<file path="src/rtl/rwr_pkg.sv">
package rwr_pkg;

    // Wait-state encoding: a single bit of grace per request.
    typedef enum logic {
        ST_IDLE = 1'b0,
        ST_WAIT = 1'b1
    } wait_state_t;

    // Stage-3 side effects per advanced request.
    typedef struct packed {
        logic vld;
        logic refill;
        logic victim_vld;
    } s3_flags_t;

endpackage

</file>
<file path="src/rtl/rwr_wait_fsm.sv">
module rwr_wait_fsm
    import rwr_pkg::*;
(
    input  logic clk,
    input  logic rst_n,
    input  logic s2_valid_i,
    input  logic s2_refill_i,
    input  logic fwd_valid_i,
    input  logic victim_busy_i,
    output logic hold_o,
    output logic replay_o,
    output logic advance_o
);

    wait_state_t state_q;
    wait_state_t state_n;

    // State register
    always_ff @(posedge clk or negedge rst_n) begin
        if (!rst_n) begin
            state_q <= ST_IDLE;
        end else begin
            state_q <= state_n;
        end
    end

    // Transitions: START_WAIT, RESOLVE, STAY
    always_comb begin
        state_n = state_q;
        unique case (state_q)
            ST_IDLE: begin
                if (s2_valid_i && s2_refill_i && !victim_busy_i && !fwd_valid_i) begin
                    state_n = ST_WAIT;
                end
            end
            ST_WAIT: begin
                state_n = ST_IDLE;
            end
            default: state_n = ST_IDLE;
        endcase
    end

    // Outputs
    always_comb begin
        hold_o    = 1'b0;
        replay_o  = 1'b0;
        advance_o = 1'b0;
        if (s2_valid_i) begin
            if (!s2_refill_i) begin
                advance_o = 1'b1;
            end else begin
                unique case (state_q)
                    ST_IDLE: begin
                        if (victim_busy_i) begin
                            replay_o = 1'b1;
                        end else if (fwd_valid_i) begin
                            advance_o = 1'b1;
                        end else begin
                            hold_o = 1'b1;
                        end
                    end
                    ST_WAIT: begin
                        if (victim_busy_i) begin
                            replay_o = 1'b1;
                        end else if (fwd_valid_i) begin
                            advance_o = 1'b1;
                        end else begin
                            replay_o = 1'b1;
                        end
                    end
                    default: ;
                endcase
            end
        end
    end

    AST_HOLD_ONE_CYCLE: assert property (@(posedge clk) disable iff (!rst_n)
        hold_o |=> !hold_o);

    AST_ONE_DECISION: assert property (@(posedge clk) disable iff (!rst_n)
        $countones({hold_o, replay_o, advance_o}) <= 1);

    AST_NONREFILL_PASS: assert property (@(posedge clk) disable iff (!rst_n)
        (s2_valid_i && !s2_refill_i) |-> (advance_o && !hold_o && !replay_o));

    AST_BUSY_REPLAY: assert property (@(posedge clk) disable iff (!rst_n)
        (s2_valid_i && s2_refill_i && victim_busy_i) |-> replay_o);

    AST_HOLD_RESOLVES: assert property (@(posedge clk) disable iff (!rst_n)
        (hold_o && s2_valid_i) |=> (!s2_valid_i || replay_o || advance_o));

endmodule

</file>
<file path="src/rtl/rwr_replay_decode.sv">
module rwr_replay_decode #(
    parameter int MSHR_NUM = 16,
    parameter int ID_W     = 4
) (
    input  logic                clk,
    input  logic                rst_n,
    input  logic                replay_i,
    input  logic [ID_W-1:0]     id_i,
    output logic [ID_W-1:0]     replay_id_o,
    output logic [MSHR_NUM-1:0] replay_vec_o
);

    assign replay_id_o = replay_i ? id_i : '0;

    for (genvar g = 0; g < MSHR_NUM; g++) begin : g_entry
        assign replay_vec_o[g] = replay_i && (id_i == ID_W'(g));
    end

    AST_VEC_ONEHOT: assert property (@(posedge clk) disable iff (!rst_n)
        $onehot0(replay_vec_o));

    AST_VEC_QUIET: assert property (@(posedge clk) disable iff (!rst_n)
        !replay_i |-> (replay_vec_o == '0));

endmodule

</file>
<file path="src/rtl/rwr_s3_stage.sv">
module rwr_s3_stage
    import rwr_pkg::*;
#(
    parameter int ID_W = 4
) (
    input  logic            clk,
    input  logic            rst_n,
    input  logic            advance_i,
    input  logic            refill_i,
    input  logic            victim_valid_i,
    input  logic [ID_W-1:0] id_i,
    output logic            update_o,
    output logic            done_o,
    output logic [ID_W-1:0] done_id_o,
    output logic            wb_o
);

    s3_flags_t       flags_q;
    logic [ID_W-1:0] id_q;

    always_ff @(posedge clk or negedge rst_n) begin
        if (!rst_n) begin
            flags_q <= '0;
            id_q    <= '0;
        end else begin
            flags_q.vld        <= advance_i;
            flags_q.refill     <= advance_i && refill_i;
            flags_q.victim_vld <= advance_i && refill_i && victim_valid_i;
            if (advance_i) begin
                id_q <= id_i;
            end
        end
    end

    always_comb begin
        update_o  = flags_q.vld;
        done_o    = flags_q.vld && flags_q.refill;
        done_id_o = id_q;
        wb_o      = flags_q.vld && flags_q.refill && flags_q.victim_vld;
    end

    AST_DONE_AFTER_ADV: assert property (@(posedge clk) disable iff (!rst_n)
        (advance_i && refill_i) |=> (done_o && done_id_o == $past(id_i)));

    AST_WB_NEEDS_DONE: assert property (@(posedge clk) disable iff (!rst_n)
        wb_o |-> done_o);

endmodule

</file>
<file path="src/rtl/refill_wait_replay.sv">
module refill_wait_replay
    import rwr_pkg::*;
#(
    parameter int MSHR_NUM = 16,
    localparam int ID_W    = (MSHR_NUM > 1) ? $clog2(MSHR_NUM) : 1
) (
    input  logic                clk,
    input  logic                rst_n,
    input  logic                s2_valid_i,
    input  logic                s2_refill_i,
    input  logic [ID_W-1:0]     s2_id_i,
    input  logic                fwd_data_valid_i,
    input  logic                victim_busy_i,
    input  logic                victim_valid_i,
    output logic                s2_hold_o,
    output logic                s2_advance_o,
    output logic                replay_o,
    output logic [ID_W-1:0]     replay_id_o,
    output logic [MSHR_NUM-1:0] replay_vec_o,
    output logic                s3_update_o,
    output logic                refill_done_o,
    output logic [ID_W-1:0]     refill_done_id_o,
    output logic                wb_req_o
);

    logic hold_w;
    logic replay_w;
    logic adv_w;

    rwr_wait_fsm u_fsm (
        .clk          (clk),
        .rst_n        (rst_n),
        .s2_valid_i   (s2_valid_i),
        .s2_refill_i  (s2_refill_i),
        .fwd_valid_i  (fwd_data_valid_i),
        .victim_busy_i(victim_busy_i),
        .hold_o       (hold_w),
        .replay_o     (replay_w),
        .advance_o    (adv_w)
    );

    rwr_replay_decode #(
        .MSHR_NUM(MSHR_NUM),
        .ID_W    (ID_W)
    ) u_dec (
        .clk         (clk),
        .rst_n       (rst_n),
        .replay_i    (replay_w),
        .id_i        (s2_id_i),
        .replay_id_o (replay_id_o),
        .replay_vec_o(replay_vec_o)
    );

    rwr_s3_stage #(
        .ID_W(ID_W)
    ) u_s3 (
        .clk           (clk),
        .rst_n         (rst_n),
        .advance_i     (adv_w),
        .refill_i      (s2_refill_i),
        .victim_valid_i(victim_valid_i),
        .id_i          (s2_id_i),
        .update_o      (s3_update_o),
        .done_o        (refill_done_o),
        .done_id_o     (refill_done_id_o),
        .wb_o          (wb_req_o)
    );

    assign s2_hold_o    = hold_w;
    assign s2_advance_o = adv_w;
    assign replay_o     = replay_w;

    AST_REPLAY_NO_S3: assert property (@(posedge clk) disable iff (!rst_n)
        replay_o |=> (!s3_update_o && !refill_done_o && !wb_req_o));

    AST_HOLD_NO_S3: assert property (@(posedge clk) disable iff (!rst_n)
        s2_hold_o |=> !s3_update_o);

    AST_NONREFILL_S3: assert property (@(posedge clk) disable iff (!rst_n)
        (s2_advance_o && !s2_refill_i) |=> (s3_update_o && !refill_done_o && !wb_req_o));

endmodule

</file>
<file path="config.mk">
export PLATFORM = sky130hd
export DESIGN_NAME = refill_wait_replay
export DESIGN_NICKNAME = d
export VERILOG_FILES = /design/src/rtl/rwr_pkg.sv /design/src/rtl/rwr_wait_fsm.sv /design/src/rtl/rwr_replay_decode.sv /design/src/rtl/rwr_s3_stage.sv /design/src/rtl/refill_wait_replay.sv
export SDC_FILE = /design/constraint.sdc
export NUM_CORES = 1
export LEC_CHECK = 0
export BUFFER_PORTS_ARGS = -buffer_cell sky130_fd_sc_hd__clkbuf_2
export CAP_MARGIN = 30
export CORE_UTILIZATION = 31
export CTS_BUF_LIST = sky130_fd_sc_hd__clkbuf_4 sky130_fd_sc_hd__clkbuf_8 sky130_fd_sc_hd__clkbuf_16
export CTS_CLUSTER_DIAMETER = 80
export DETAILED_ROUTE_END_ITERATION = 10
export GPL_TIMING_DRIVEN = 0
export PLACE_DENSITY = 0.67
export SETUP_SLACK_MARGIN = 0.05
export SLEW_MARGIN = 0
export SYNTH_ARGS = -nofsm -noshare
export SYNTH_HDL_FRONTEND = slang
export SYNTH_SLANG_ARGS = --single-unit
</file>
<file path="constraint.sdc">
create_clock -name clk -period 1.09 [get_ports clk]
set_input_delay 0.1635 -clock clk [delete_from_list [all_inputs] [get_ports clk]]
set_output_delay 0.1635 -clock clk [all_outputs]
set_load 0.05 [all_outputs]
</file>
; After elaboration in Yosys (flattened, before gate mapping)
; Index checks and enable logic that the tools add are counted.
[op_classes]
reduce_logical = 26
n_eq_ne = 15
n_mux = 17
bitwise_logic = 1
[op_table]
columns = op, n
row1 = $eq A4 B4 Y1 const B, 8
row2 = $logic_and A1 B1 Y1, 23
row3 = $eq A4 B3 Y1 const B, 4
row4 = $mux W1, 14
row5 = $eq A4 B2 Y1 const B, 2
row6 = $eq A4 B1 Y1 const B, 1
row7 = $logic_not A4 Y1, 1
row8 = $mux W4, 1
row9 = $pmux W1 S2, 2
row10 = $logic_not A1 Y1, 2
row11 = $not A1 Y1, 1
[word_totals]
input_bits = 11
output_inout_bits = 30
elab_cells = 64
reg_bits = 8

; Depth between registers and ports, before layout
[depth]
word_depth = 6
ltp_mapped = 4
ltp_nobuf = 3

; Cells and area by module
; A second synthesis with hierarchy kept.
[hier_totals]
hier_cells = 56
hier_area_um2 = 519.2
[modules_own_cells]
columns = mod, cells_each, seq_area_each_um2, instances, area_each_um2
row1 = rwr_s3_stage, 15, 175.2, 1, 247.7
row2 = rwr_replay_decode, 32, 0.0, 1, 201.4
row3 = rwr_wait_fsm, 9, 25.0, 1, 70.1

; Worst setup path after synthesis
; Ideal clock, no wire load.
[synth_path]
kind = register -> output
from = register u_fsm.state_q
to = output port replay_vec_o[0]
t_arrival_ns = 2.217
n_path_buf = 0
t_required_ns = 0.927
stages_incl_launch_ff = 4
setup_slack_ns = -1.290
path_cell_list = dfrtp_1 -> nor2b_1 -> o21bai_4 -> nor4_1
[synth_between]
elab_chain_cells = 5
[synth_rtl]
columns = item, line_no
row1 = start: declaration, rwr_wait_fsm.sv:15  ; wait_state_t state_q;
row2 = start signal: assignment, rwr_wait_fsm.sv:23  ; state_q <= state_n;
row3 = $not A1 Y1, rwr_wait_fsm.sv:52  ; unique case (state_q)
row4 = $pmux W1 S2 (*), rwr_wait_fsm.sv:52
row5 = $mux W1 (*), rwr_wait_fsm.sv:49  ; if (!s2_refill_i) begin
row6 = $mux W1 (*), rwr_wait_fsm.sv:48  ; if (s2_valid_i) begin
row7 = $logic_and A1 B1 Y1 (*), rwr_replay_decode.sv:16  ; assign replay_vec_o[g] = replay_i && (id_i == ID_W'(g));
row8 = end: declaration, refill_wait_replay.sv:19  ; output logic [MSHR_NUM-1:0] replay_vec_o,
; Every way passes the cells marked *; elsewhere a longest branch is shown, timed or not.

; Worst setup path in the final report
[layout_path]
from = register u_fsm.state_q
to = output port replay_vec_o[8]
; The elaborated chain is that of the path after synthesis.

==> impl_results.md <==
- Status: complete, but fails checks
- Failing checks: DRC, setup timing
- Drt via density: roughly 5.1
- Footprint of the multi-input gates: 508 sq um
- CTS sink count: 8
- 1st-pass router iterations: 6
- Pleak: slightly above 0.0006 uW
- # IOs: between 40 and 50
- Clock buffer depth: 2
- Starting DRC count in detailed routing: 7
- Worst Path Buf+Inv: 2
- Max Cap Violations: 0
- Final setup vio count: 25
- Max-slew violations: 0
- H-tree levels: 1
- Die H: about 44 um
- Post-route cell area: ~1400 sq um
- Family with the most delay on the worst path: buffers and inverters
- Clock power share: about a quarter
- Dpl ws: -0.497 ns
- Fin cells: approximately 130
- Seq pwr share: roughly 33%
- Syn_nets: 73
- Final min period: 1.64 ns
- Synth Warn #: 0
- Clock skew: 0 ns
- Startpoint Class: flop
- Post-Route WL: between 2000 and 2500 um
- Worst Hold Class: input pin to flop
- Post-route DRC: 2
- Max IR drop VDD: ~970 uV
- Syn Area/Cell: a little under 9 sq um
- ANT cells: 0
- Combinational share of power: a little over two fifths
- Final worst-path cycle share: 151%
- Unique masters post-synth: 18
- Commonest non-fill, non-tap cells in the layout: buf_8, nor2_4, buf_4, clkbuf_4
- Largest stage delay, worst path: between 0.3 and 0.4 ns
- Vias in the first global route: between 600 and 700
- Synthesized instance count: slightly above 60
- Die Area: 1900 sq um
- Worst skew pair latency: between 0.2 and 0.3 ns
- Post-synthesis sequential area ratio: 37.3%
- RSZ-0062 raised after global routing: true
- Net Sw Frac: between 30 and 40%
- Initial Utilization: about 34%
- Crit Path Category: flop to output pin
- Cell-by-cell listing of the critical path: nor2b_4 -> o21bai_4 -> buf_12 -> nor4_4 -> clkbuf_8
- Clock buffer count from CTS: 3
- Wire length per cell: 15.7 um
- Antenna Violating Nets Remaining: 0
- Total Power: between 1000 and 1500 uW
- Switching power: slightly above 400 uW
- Initial antenna violation count: 0
- Root Driver: clkbuf_4
- Fraction of layout cells with a size suffix above 1: about three quarters
- Core ar.: roughly 1600 sq um
- Number of synthesized register bits: 8
- Register area: around 200 sq um
- CTS tree: yes
- FP Rows: 14
- Placed instance area: approximately 950 sq um
- Layout area overhead: 156%
- Aggregate global-route resource usage: 21.3%
- Slack of the critical path: -0.554 ns
- Worst endpoint required time: ~0.93 ns
- Internal Power: ~630 uW
- Die extent in x: 43.6 um
- Placed cells: roughly 120
- First-pass GRT wire length: approximately 3000 um
- # port buffers: 38
- PwrDens: 755 nW/um^2
- DP HPWL: approximately 1200 um
- CTS clk-pin slew, worst paths: about 0.05 ns
- Synthesized area: about 540 sq um
- Setup crit end kind: output pin
- Critical path peak fanout: 10
- Nets: ~120
- Critical-path top delay cell: dfrtp_1
- Most common cell after layout, fill and taps aside: buf_8
- Critical path arrival: between 1 and 1.5 ns
- Setup TNS: -11.00 ns
- Worst-Margin Slew: between 0.4 and 0.5 ns
- Max Clk Rate: between 600 and 700 MHz
- Slew HR: slightly above 70%
- RD Place Congestion: 0.672
- Largest net degree at the start of global routing: 11
- Final Hold Fails: 0
- Fillcell total: approximately 70
- Total gr overflow: 0
- Vias: 650
final timing paths:
kind,to,startpoint,depth (start not counted),slack [ns]
setup / recovery,replay_vec_o[8],u_fsm.state_q,5,-0.55
hold / removal,u_s3.flags_q[0],victim_valid_i,2,0.13
setup reg to reg,u_fsm.state_q,u_fsm.state_q,2,0.19
hold reg to reg,u_s3.done_id_o[2],u_s3.done_id_o[2],1,0.50
max in group asynchronous,u_s3.update_o,rst_n,2,0.61
min in group asynchronous,u_s3.flags_q[0],rst_n,2,0.29
metal layers:
layer / wire length (um) / share of wire [%] / vias to the layer above / track usage (%)
met5: 0 / 0 / - / 0
met4: 16 / 0.80 / 0 / 5.00
met3: 75 / 3.7 / 2 / 5.83
met2: 1110 / 55 / 23 / 34.9
met1: 809 / 40 / 316 / 27.7
li1: - / - / 309 / -
synthesized netlist by cell type (all sizes together):
cell     n  area share (%)
nor3b    1             1.4
buf      3             4.0
nor3     4             3.7
and4b    2             3.7
o21ai    3             4.9
nor2b    2             2.3
and3     1             1.2
inv      7             4.9
o21bai   1             3.5
nor4     6             9.8
mux2     4             8.4
nor2    12             8.4
nand2    6             4.2
dfrtp    8              37
and2     2             2.3
flip-flops by register name, summed over array words and instances (netlist names):
signal,flops
u_fsm.state_q,1
u_s3.done_id_o,4
u_s3.flags_q,2
u_s3.update_o,1
worst register-to-register path: cells and delay by family (launching register included):
family	cells	cell delay, ns
AND/OR/NAND/NOR	1	0.26
flip-flops	1	0.39
buffers and inverters	1	0.15
what timing repair did:
| item | CTS | global route |
|---|---|---|
| resized for setup | 58 | 30 |
| pin swaps | 8 | 2 |
| endpoints found under the setup margin | 26 | 30 |
| hold buffers | 1 | 0 |
| gates cloned | 0 | 0 |
| hold endpoints to repair | 8 | 0 |
| setup buffers | 6 | 1 |
cell type report:
cell class	instances	share of cell area, %
repair buffers	46	40.3
multi-input cells	44	36.9
flip-flops and latches	8	14.6
plain buffers	3	2.55
clock buffers	4	2.18
inverters	7	1.91
well taps	16	1.46
power groups by stage:
stage / logic, uW / clock network [uW] / registers, uW
finish: 432 / 267 / 340
floorplan: 182 / 0 / 430
detailed placement: 356 / 0 / 343
global placement: 352 / 0 / 342
global route: 449 / 295 / 343
CTS: 405 / 274 / 338
stage by stage:
step | hold slack (ns) | util (%)
after global routing | 0.138 | 88.2
after global placement | 0.0138 | 60.8
final | 0.129 | 88.2
after floorplan | -0.132 | -
after CTS | 0.112 | 83.9
after detailed placement | 0.0156 | 60.8
logic make-up (layout without fill, tap and decap cells):
kind of cell	count (synthesis)	after routing	synth area share, %
multiplexers	4	4	8.39
flip-flops	8	8	37.3
AND/OR/NAND/NOR	36	36	37.1
buffers and inverters	10	60	8.86
AO/OA/AOI/OAI	4	4	8.39
Power figures use the tool's default switching activity.
